===== src/rtl/irqc_pkg.sv =====
// Package irqc_pkg
// Shared register-select encoding for the interrupt request controller.
// Assumes a two-bit register address on the programming port.
package irqc_pkg;

    typedef enum logic [1:0] {
        SEL_REQ  = 2'd0,
        SEL_EN   = 2'd1,
        SEL_POL  = 2'd2,
        SEL_FLAG = 2'd3
    } reg_sel_e;

endpackage


===== src/rtl/irqc_edge_det.sv =====
// Module irqc_edge_det
// Synchronises each asynchronous external pin through two flops, applies
// the per-pin polarity inversion and flags a one-cycle event when the
// inverted level rises against its registered previous value.
// Assumes pins idle low out of reset; a pin held high with polarity 0 at
// reset release produces one event.
module irqc_edge_det #(
    parameter int unsigned N_PIN = 7
) (
    input  logic             clk,
    input  logic             rst_n,
    input  logic [N_PIN-1:0] pin_i,
    input  logic [N_PIN-1:0] pol_i,
    output logic [N_PIN-1:0] edge_o
);

    for (genvar g = 0; g < N_PIN; g++) begin : g_pin
        logic meta_q;
        logic sync_q;
        logic prev_q;
        logic lvl;

        // Polarity-adjusted level: 1 means the selected active level.
        assign lvl = sync_q ^ pol_i[g];

        // Two-flop synchroniser and previous-level register.
        always_ff @(posedge clk) begin
            if (!rst_n) begin
                meta_q <= 1'b0;
                sync_q <= 1'b0;
                prev_q <= 1'b0;
            end else begin
                meta_q <= pin_i[g];
                sync_q <= meta_q;
                prev_q <= lvl;
            end
        end

        // Event on the inactive-to-active transition.
        assign edge_o[g] = lvl & ~prev_q;
    end

endmodule


===== src/rtl/irqc_req_bank.sv =====
// Module irqc_req_bank
// Holds one sticky request bit per source. Two clear vectors (software and
// accept) remove bits; the set vector adds bits and wins over both.
// Assumes the caller masks which bits software may clear.
module irqc_req_bank #(
    parameter int unsigned N_SRC = 16
) (
    input  logic             clk,
    input  logic             rst_n,
    input  logic [N_SRC-1:0] set_i,
    input  logic [N_SRC-1:0] sw_clr_i,
    input  logic [N_SRC-1:0] acc_clr_i,
    output logic [N_SRC-1:0] req_o
);

    logic [N_SRC-1:0] req_q;

    // Request bits: clears first, then hardware sets override.
    always_ff @(posedge clk) begin
        if (!rst_n) begin
            req_q <= '0;
        end else begin
            req_q <= (req_q & ~(sw_clr_i | acc_clr_i)) | set_i;
        end
    end

    assign req_o = req_q;

endmodule


===== src/rtl/irqc_prio.sv =====
// Module irqc_prio
// Fixed-priority selector: the lowest set index wins.
// Purely combinational; assumes IDX_W bits can hold N-1.
module irqc_prio #(
    parameter int unsigned N     = 16,
    parameter int unsigned IDX_W = 4
) (
    input  logic [N-1:0]     pend_i,
    output logic             any_o,
    output logic [IDX_W-1:0] idx_o
);

    // Scan from the top so the lowest pending index is written last.
    always_comb begin
        idx_o = '0;
        for (int i = N - 1; i >= 0; i--) begin
            if (pend_i[i]) begin
                idx_o = IDX_W'(i);
            end
        end
    end

    assign any_o = |pend_i;

endmodule


===== src/rtl/irqc_top.sv =====
// Module irqc_top
// Maskable interrupt request controller. Source 0 is the software break,
// sources 1..N_EXT are external pins, and the next N_INT are internal
// pulses. It holds the enable, polarity and global disable registers,
// gates requests, and presents the winner with an accept handshake.
// Assumes the internal pulses and the break are synchronous to clk.
module irqc_top #(
    parameter int unsigned N_EXT = 7,
    parameter int unsigned N_INT = 8,
    localparam int unsigned N_SRC = 1 + N_EXT + N_INT,
    localparam int unsigned VEC_W = $clog2(N_SRC)
) (
    input  logic             clk,
    input  logic             rst_n,
    input  logic [N_EXT-1:0] ext_pin_i,
    input  logic [N_INT-1:0] int_pulse_i,
    input  logic             brk_req_i,
    input  logic             reg_wr_i,
    input  logic [1:0]       reg_addr_i,
    input  logic [N_SRC-1:0] reg_wdata_i,
    output logic [N_SRC-1:0] reg_rdata_o,
    output logic             irq_o,
    output logic [VEC_W-1:0] irq_vec_o,
    input  logic             cpu_ack_i
);

    import irqc_pkg::*;

    localparam logic [N_SRC-1:0] MASKABLE = {{(N_SRC-1){1'b1}}, 1'b0};
    localparam logic [N_SRC-1:0] POL_BITS = {{N_INT{1'b0}}, {N_EXT{1'b1}}, 1'b0};

    reg_sel_e         sel;
    logic [N_SRC-1:0] en_q;
    logic [N_SRC-1:0] pol_q;
    logic             flag_q;
    logic [N_SRC-1:0] req_q;
    logic [N_SRC-1:0] set_vec;
    logic [N_SRC-1:0] sw_clr;
    logic [N_SRC-1:0] acc_clr;
    logic [N_SRC-1:0] pend;
    logic [N_EXT-1:0] ext_edge;
    logic             accept;

    assign sel    = reg_sel_e'(reg_addr_i);
    assign accept = irq_o & cpu_ack_i;

    // Edge detection for the external pins.
    irqc_edge_det #(.N_PIN(N_EXT)) u_edge (
        .clk    (clk),
        .rst_n  (rst_n),
        .pin_i  (ext_pin_i),
        .pol_i  (pol_q[N_EXT:1]),
        .edge_o (ext_edge)
    );

    // Source ordering: break, external pins, internal pulses.
    assign set_vec = {int_pulse_i, ext_edge, brk_req_i};

    // Software clear: zero data bits of a request write, break excluded.
    assign sw_clr = (reg_wr_i && sel == SEL_REQ) ? (~reg_wdata_i & MASKABLE) : '0;

    // Accept clear: the presented source only.
    always_comb begin
        acc_clr = '0;
        if (accept) begin
            acc_clr[irq_vec_o] = 1'b1;
        end
    end

    irqc_req_bank #(.N_SRC(N_SRC)) u_bank (
        .clk       (clk),
        .rst_n     (rst_n),
        .set_i     (set_vec),
        .sw_clr_i  (sw_clr),
        .acc_clr_i (acc_clr),
        .req_o     (req_q)
    );

    // Enable and polarity registers, written through the register port.
    always_ff @(posedge clk) begin
        if (!rst_n) begin
            en_q  <= '0;
            pol_q <= '0;
        end else if (reg_wr_i) begin
            if (sel == SEL_EN) begin
                en_q <= reg_wdata_i & MASKABLE;
            end
            if (sel == SEL_POL) begin
                pol_q <= reg_wdata_i & POL_BITS;
            end
        end
    end

    // Global disable flag: set by an accept, which wins over a write.
    always_ff @(posedge clk) begin
        if (!rst_n) begin
            flag_q <= 1'b1;
        end else if (accept) begin
            flag_q <= 1'b1;
        end else if (reg_wr_i && sel == SEL_FLAG) begin
            flag_q <= reg_wdata_i[0];
        end
    end

    // Presentable sources: break ungated, the rest gated by enable and flag.
    assign pend = {req_q[N_SRC-1:1] & en_q[N_SRC-1:1] & {(N_SRC-1){~flag_q}}, req_q[0]};

    irqc_prio #(.N(N_SRC), .IDX_W(VEC_W)) u_prio (
        .pend_i (pend),
        .any_o  (irq_o),
        .idx_o  (irq_vec_o)
    );

    // Register read multiplexer.
    always_comb begin
        unique case (sel)
            SEL_REQ:  reg_rdata_o = req_q;
            SEL_EN:   reg_rdata_o = en_q;
            SEL_POL:  reg_rdata_o = pol_q;
            SEL_FLAG: reg_rdata_o = {{(N_SRC-1){1'b0}}, flag_q};
            default:  reg_rdata_o = '0;
        endcase
    end

endmodule


===== config.mk =====
export PLATFORM = sky130hd
export DESIGN_NAME = irqc_top
export DESIGN_NICKNAME = d
export VERILOG_FILES = /design/src/rtl/irqc_pkg.sv /design/src/rtl/irqc_edge_det.sv /design/src/rtl/irqc_req_bank.sv /design/src/rtl/irqc_prio.sv /design/src/rtl/irqc_top.sv
export SDC_FILE = /design/constraint.sdc
export NUM_CORES = 1
export LEC_CHECK = 0
export BUFFER_PORTS_ARGS = -buffer_cell sky130_fd_sc_hd__buf_2
export CORE_ASPECT_RATIO = 1.75
export CORE_UTILIZATION = 59
export DETAILED_ROUTE_END_ITERATION = 6
export PLACE_DENSITY = 0.91
export SYNTH_ARGS = -nofsm -noshare
export SYNTH_HDL_FRONTEND = slang
export SYNTH_SLANG_ARGS = --single-unit

===== constraint.sdc =====
create_clock -name clk -period 3.5 [get_ports clk]
set_input_delay 0.175 -clock clk [delete_from_list [all_inputs] [get_ports clk]]
set_output_delay 0.175 -clock clk [all_outputs]
set_load 0.05 [all_outputs]

==> results_tabular.tex <==
\begin{tabular}{lr}
\hline
Metric & Value \\
\hline
\multicolumn{2}{l}{\textbf{Job}} \\
\quad Count of max-cap constraint violations & 0 \\
\multicolumn{2}{l}{\textbf{CTS}} \\
\quad Num CTS Buffers & 9 \\
\quad Gates resized, CTS repair & 0 \\
\quad Worst-path clk slew & 0.06 ns \\
\quad Clk buf depth & 2 \\
\quad Number of clock sinks seen by CTS & 60 \\
\quad Source-to-sink clock delay at the later pin of the worst-skew pair & 0.34 ns \\
\quad TritonCTS clock tree & done \\
\quad CTS H-tree lvls & 3 \\
\quad \# Post-CTS Setup Buffers & 0 \\
\quad Number of hold-repair buffers added at the cts stage & 0 \\
\quad Root buffer cell & clkbuf\_8 \\
\multicolumn{2}{l}{\textbf{Global route}} \\
\quad Leftover overflow at the end of global routing & 0 \\
\quad Combined global-route utilization of all metal layers & 31.4\% \\
\quad Maximum number of pins on one net before global-route repair & 62 \\
\quad Number of global-route vias before repair & approximately 2600 \\
\quad Antenna violations before repair & 0 \\
\quad Wire length of the first global-routing pass & 11700 um \\
\multicolumn{2}{l}{\textbf{Yosys}} \\
\quad Post-Syn Area & 2920 um2 \\
\quad Net Count, Synth & approximately 380 \\
\quad Cell types with the largest area share after synthesis & dfxtp\_1, nand2\_1, a21boi\_0, mux2i\_1, and2\_1 \\
\quad Post-synthesis share of cell area spent on xor and xnor gates & 2.10\% \\
\quad Number of synthesized flops with an enable pin & 0 \\
\quad Synth Area in Adders & 0\% \\
\quad Post-Synth Simple-Gate Area & a little under a quarter \\
\quad Area share of the leading cell type in the synthesized netlist & 41.1\% \\
\quad Cell accounting for the most synthesized area & dfxtp\_1 \\
\quad Commonest cells in the netlist & nand2\_1, dfxtp\_1, a21boi\_0 \\
\quad Proportion of register bits with asynchronous set or reset after synthesis & 0\% \\
\quad Sequential share of the synthesized area & $\sim$41\% \\
\quad Most used standard cell by instance count after synthesis & nand2\_1 \\
\quad Main combinational cell family by area after synthesis & simple AND/OR/NAND/NOR gates \\
\quad Compound-cell area share of the yosys netlist & 22.8\% \\
\quad Mean cell area of the mapped netlist & 8.61 um2 \\
\quad Cells after Synth & 339 \\
\quad Distinct cells, synth & 54 \\
\quad Register bit count reported by yosys & 60 \\
\quad Main flop type after synthesis & dfxtp\_1 \\
\quad Mux contribution to synthesized area & 5.48\% \\
\quad Yosys synthesis warning count & 0 \\
\multicolumn{2}{l}{\textbf{Timing}} \\
\quad Fmax achieved & approximately 420 MHz \\
\quad Post-layout min period & 2.41 ns \\
\quad Setup repair after global routing missed its margin & no \\
\quad Tightest slew margin relative to the limit & 35.5\% \\
\quad Clock skew after layout & about 0.0088 ns \\
\quad Setup-violating endpoint count in the final report & 0 \\
\quad Worst-margin pin slew & $\sim$0.96 ns \\
\quad Setup\_tns & 0 ns \\
\quad Final hold viol count & 0 \\
\quad Portion of the clock cycle consumed by the worst path in the final layout & 68.8\% \\
\quad Final Max Tran Viols & 0 \\
\multicolumn{2}{l}{\textbf{Drt}} \\
\quad Overall via count from detail\_route & roughly 2700 \\
\quad Wire length after detailed routing & around 7300 um \\
\quad Initial DRT Pass Iterations & 5 \\
\quad Final routed DRC violation total & 0 \\
\quad Via count normalized by instance count & 6.03 \\
\quad Antenna-violating nets left & 0 \\
\quad Number of DRC markers after the initial detailed-route iteration & approximately 120 \\
\quad Wire per inst & 16.4 um \\
\multicolumn{2}{l}{\textbf{Floorplanning}} \\
\quad Initial standard-cell utilization of the core & 62.0\% \\
\quad Placeable core region & 4710 um2 \\
\quad Height of the chip & $\sim$95 um \\
\quad I/O pin cnt & 59 \\
\quad Num rows & 33 \\
\quad Die boundary width & 55.2 um \\
\quad Die ar. & 5250 um2 \\
\multicolumn{2}{l}{\textbf{Power and ir drop}} \\
\quad Combinational power share & 11.3\% \\
\quad Power density over the cells & about 480 nW/um2 \\
\quad Switching power total & 0.403 mW \\
\quad Switching power as a share of total power & 25.0\% \\
\quad Leakage power total & 1.51 nW \\
\quad VDD IR-drop max & 0.405 mV \\
\quad Clock network fraction of design power & 42.5\% \\
\quad Internal power & approximately 1.2 mW \\
\quad Flop pwr share & approximately 46\% \\
\multicolumn{2}{l}{\textbf{Worst setup path}} \\
\quad Delay-heaviest family, CP & compound AO/OA/AOI/OAI gates \\
\quad Largest driver fanout on the critical path & 12 \\
\quad Depth of the worst register-to-register path & 6 \\
\quad Critical path's slowest cell & dfxtp\_1 \\
\quad R2r setup slk & 1.27 ns \\
\quad Max stage delay on crit path & 0.39 ns \\
\quad Worst reg2reg path endpoint & u\_bank.req\_o[8] \\
\quad Cell Chain, Critical Path & nand2\_2 > a32o\_1 > o2111ai\_2 > nand4b\_2 > a21oi\_2 > buf\_2 \\
\quad WS Path Type & flop to output port \\
\quad Type of element capturing the critical path & output port \\
\quad R2r startpoint & flag\_q \\
\quad Critical path buffer and inverter count & 1 \\
\quad Data required time at the worst endpoint & 3.32 ns \\
\quad Startpoint type of the worst setup path & flop \\
\quad Worst path arrival time & roughly 2.2 ns \\
\multicolumn{2}{l}{\textbf{Run status}} \\
\quad Outcome & completed \\
\multicolumn{2}{l}{\textbf{Finish}} \\
\quad Number of antenna cells inserted & 0 \\
\quad Net count, final & 428 \\
\quad Fraction of final layout cells sized beyond drive strength 1 & 22.7\% \\
\quad Number of inserted filler cells in the final layout & around 370 \\
\quad Cell Count, Final, Fillers Out & 444 \\
\quad Relative area change from synthesis to final layout & 16.1\% \\
\multicolumn{2}{l}{\textbf{Min path}} \\
\quad Hold path start & int\_pulse\_i[3] \\
\quad Endpoint with the worst hold slack & u\_bank.req\_o[11] \\
\quad Hold Path Cell Cnt & 3 \\
\quad Worst hold path class & input port to flop \\
\multicolumn{2}{l}{\textbf{Place}} \\
\quad Total of buffers placed on input and output ports & 58 \\
\quad DP Cell Count & 431 \\
\quad Final HPWL from detailed placement & 4880 um \\
\quad Final RePlAce weighted congestion & 0.879 \\
\hline
\end{tabular}
[placed cells by master (no fill, tap or decap), types with 4 or more instances in the layout]
master	instances
buf_2	58
nand2_1	74
clkbuf_8	11
inv_1	9
a21boi_0	22
and2_1	15
a21oi_1	8
o21a_1	7
o22ai_1	5
xor2_1	7
nor2_1	15
nand3_1	12
o211ai_1	6
mux2i_1	16
dfxtp_1	60
o21ai_0	15
a21o_1	4
[per-stage QoR]
step                instance area (um2)  total power [mW]  worst slack (ns)  hold slack [ns]  utilization, %
global placement                   3180             0.934              1.46            0.380            67.5
global route                       3390              1.67             0.959           0.0399            72.0
finish                             3390              1.62              1.09           0.0318            72.0
CTS                                3390              1.62              1.09           0.0294            72.0
detailed placement                 3180             0.940              1.42            0.382            67.5
floorplan                          2920             0.883              1.27            0.290               -
[layer usage]
layer	global-route usage [%]	share of wire [%]	vias to the layer above
li1	-	-	1283
met1	32.5	36	1247
met2	53.1	55	116
met3	7.34	5.5	30
met4	20.6	3.5	0
met5	0	0	-
[power by group through the flow]
stage	logic (mW)	clock network, mW	registers (mW)
after floorplan	0.131	0	0.752
after global placement	0.176	0	0.758
after detailed placement	0.180	0	0.760
after CTS	0.182	0.688	0.746
after global routing	0.199	0.716	0.751
final	0.183	0.686	0.747
[tightest hold or removal path, stage by stage]
cell     delay (ns)
buf_2          0.07
nand2_1        0.03
o21ai_1        0.05
[layout make-up]
cell class | count | area (um2) | area share [%]
multi-input cells | 251 | 1580 | 46.6
flip-flops and latches | 60 | 1200 | 35.4
repair buffers | 59 | 298 | 8.79
clock buffers | 11 | 151 | 4.47
well taps | 52 | 65.1 | 1.92
clock inverters | 2 | 60.1 | 1.77
inverters | 9 | 33.8 | 0.997
[state kept, by name, indices dropped and copies added, names as in the netlist]
register and count:
flag_q 1, u_bank.req_o 16, u_edge.g_pin.sync_q 7, pol_q 7, en_q 15, u_edge.g_pin.prev_q 7
u_edge.g_pin.meta_q 7
[logic make-up after synthesis]
kind of cell | after synthesis
muxes | 16
AOI/OAI and AO/OA | 90
and+or+nand+nor | 138
xor gates and xnor gates | 7
DFF | 60
buffers and inverters | 28
[how the worst max path moves through the flow]
stage                      from          endpoint  slack [ns]  cells past startpoint
6_report               en_q[11]      irq_vec_o[0]        1.09                      6
5_1_grt        u_bank.req_o[11]      irq_vec_o[0]        0.96                      6
4_1_cts        u_bank.req_o[11]      irq_vec_o[0]        1.09                      6
3_5_place_dp             flag_q  u_bank.req_o[13]        1.42                      6
3_3_place_gp             flag_q  u_bank.req_o[13]        1.46                      6
2_1_floorplan            flag_q      irq_vec_o[2]        1.27                      5
(Power assumes the default switching activity.)
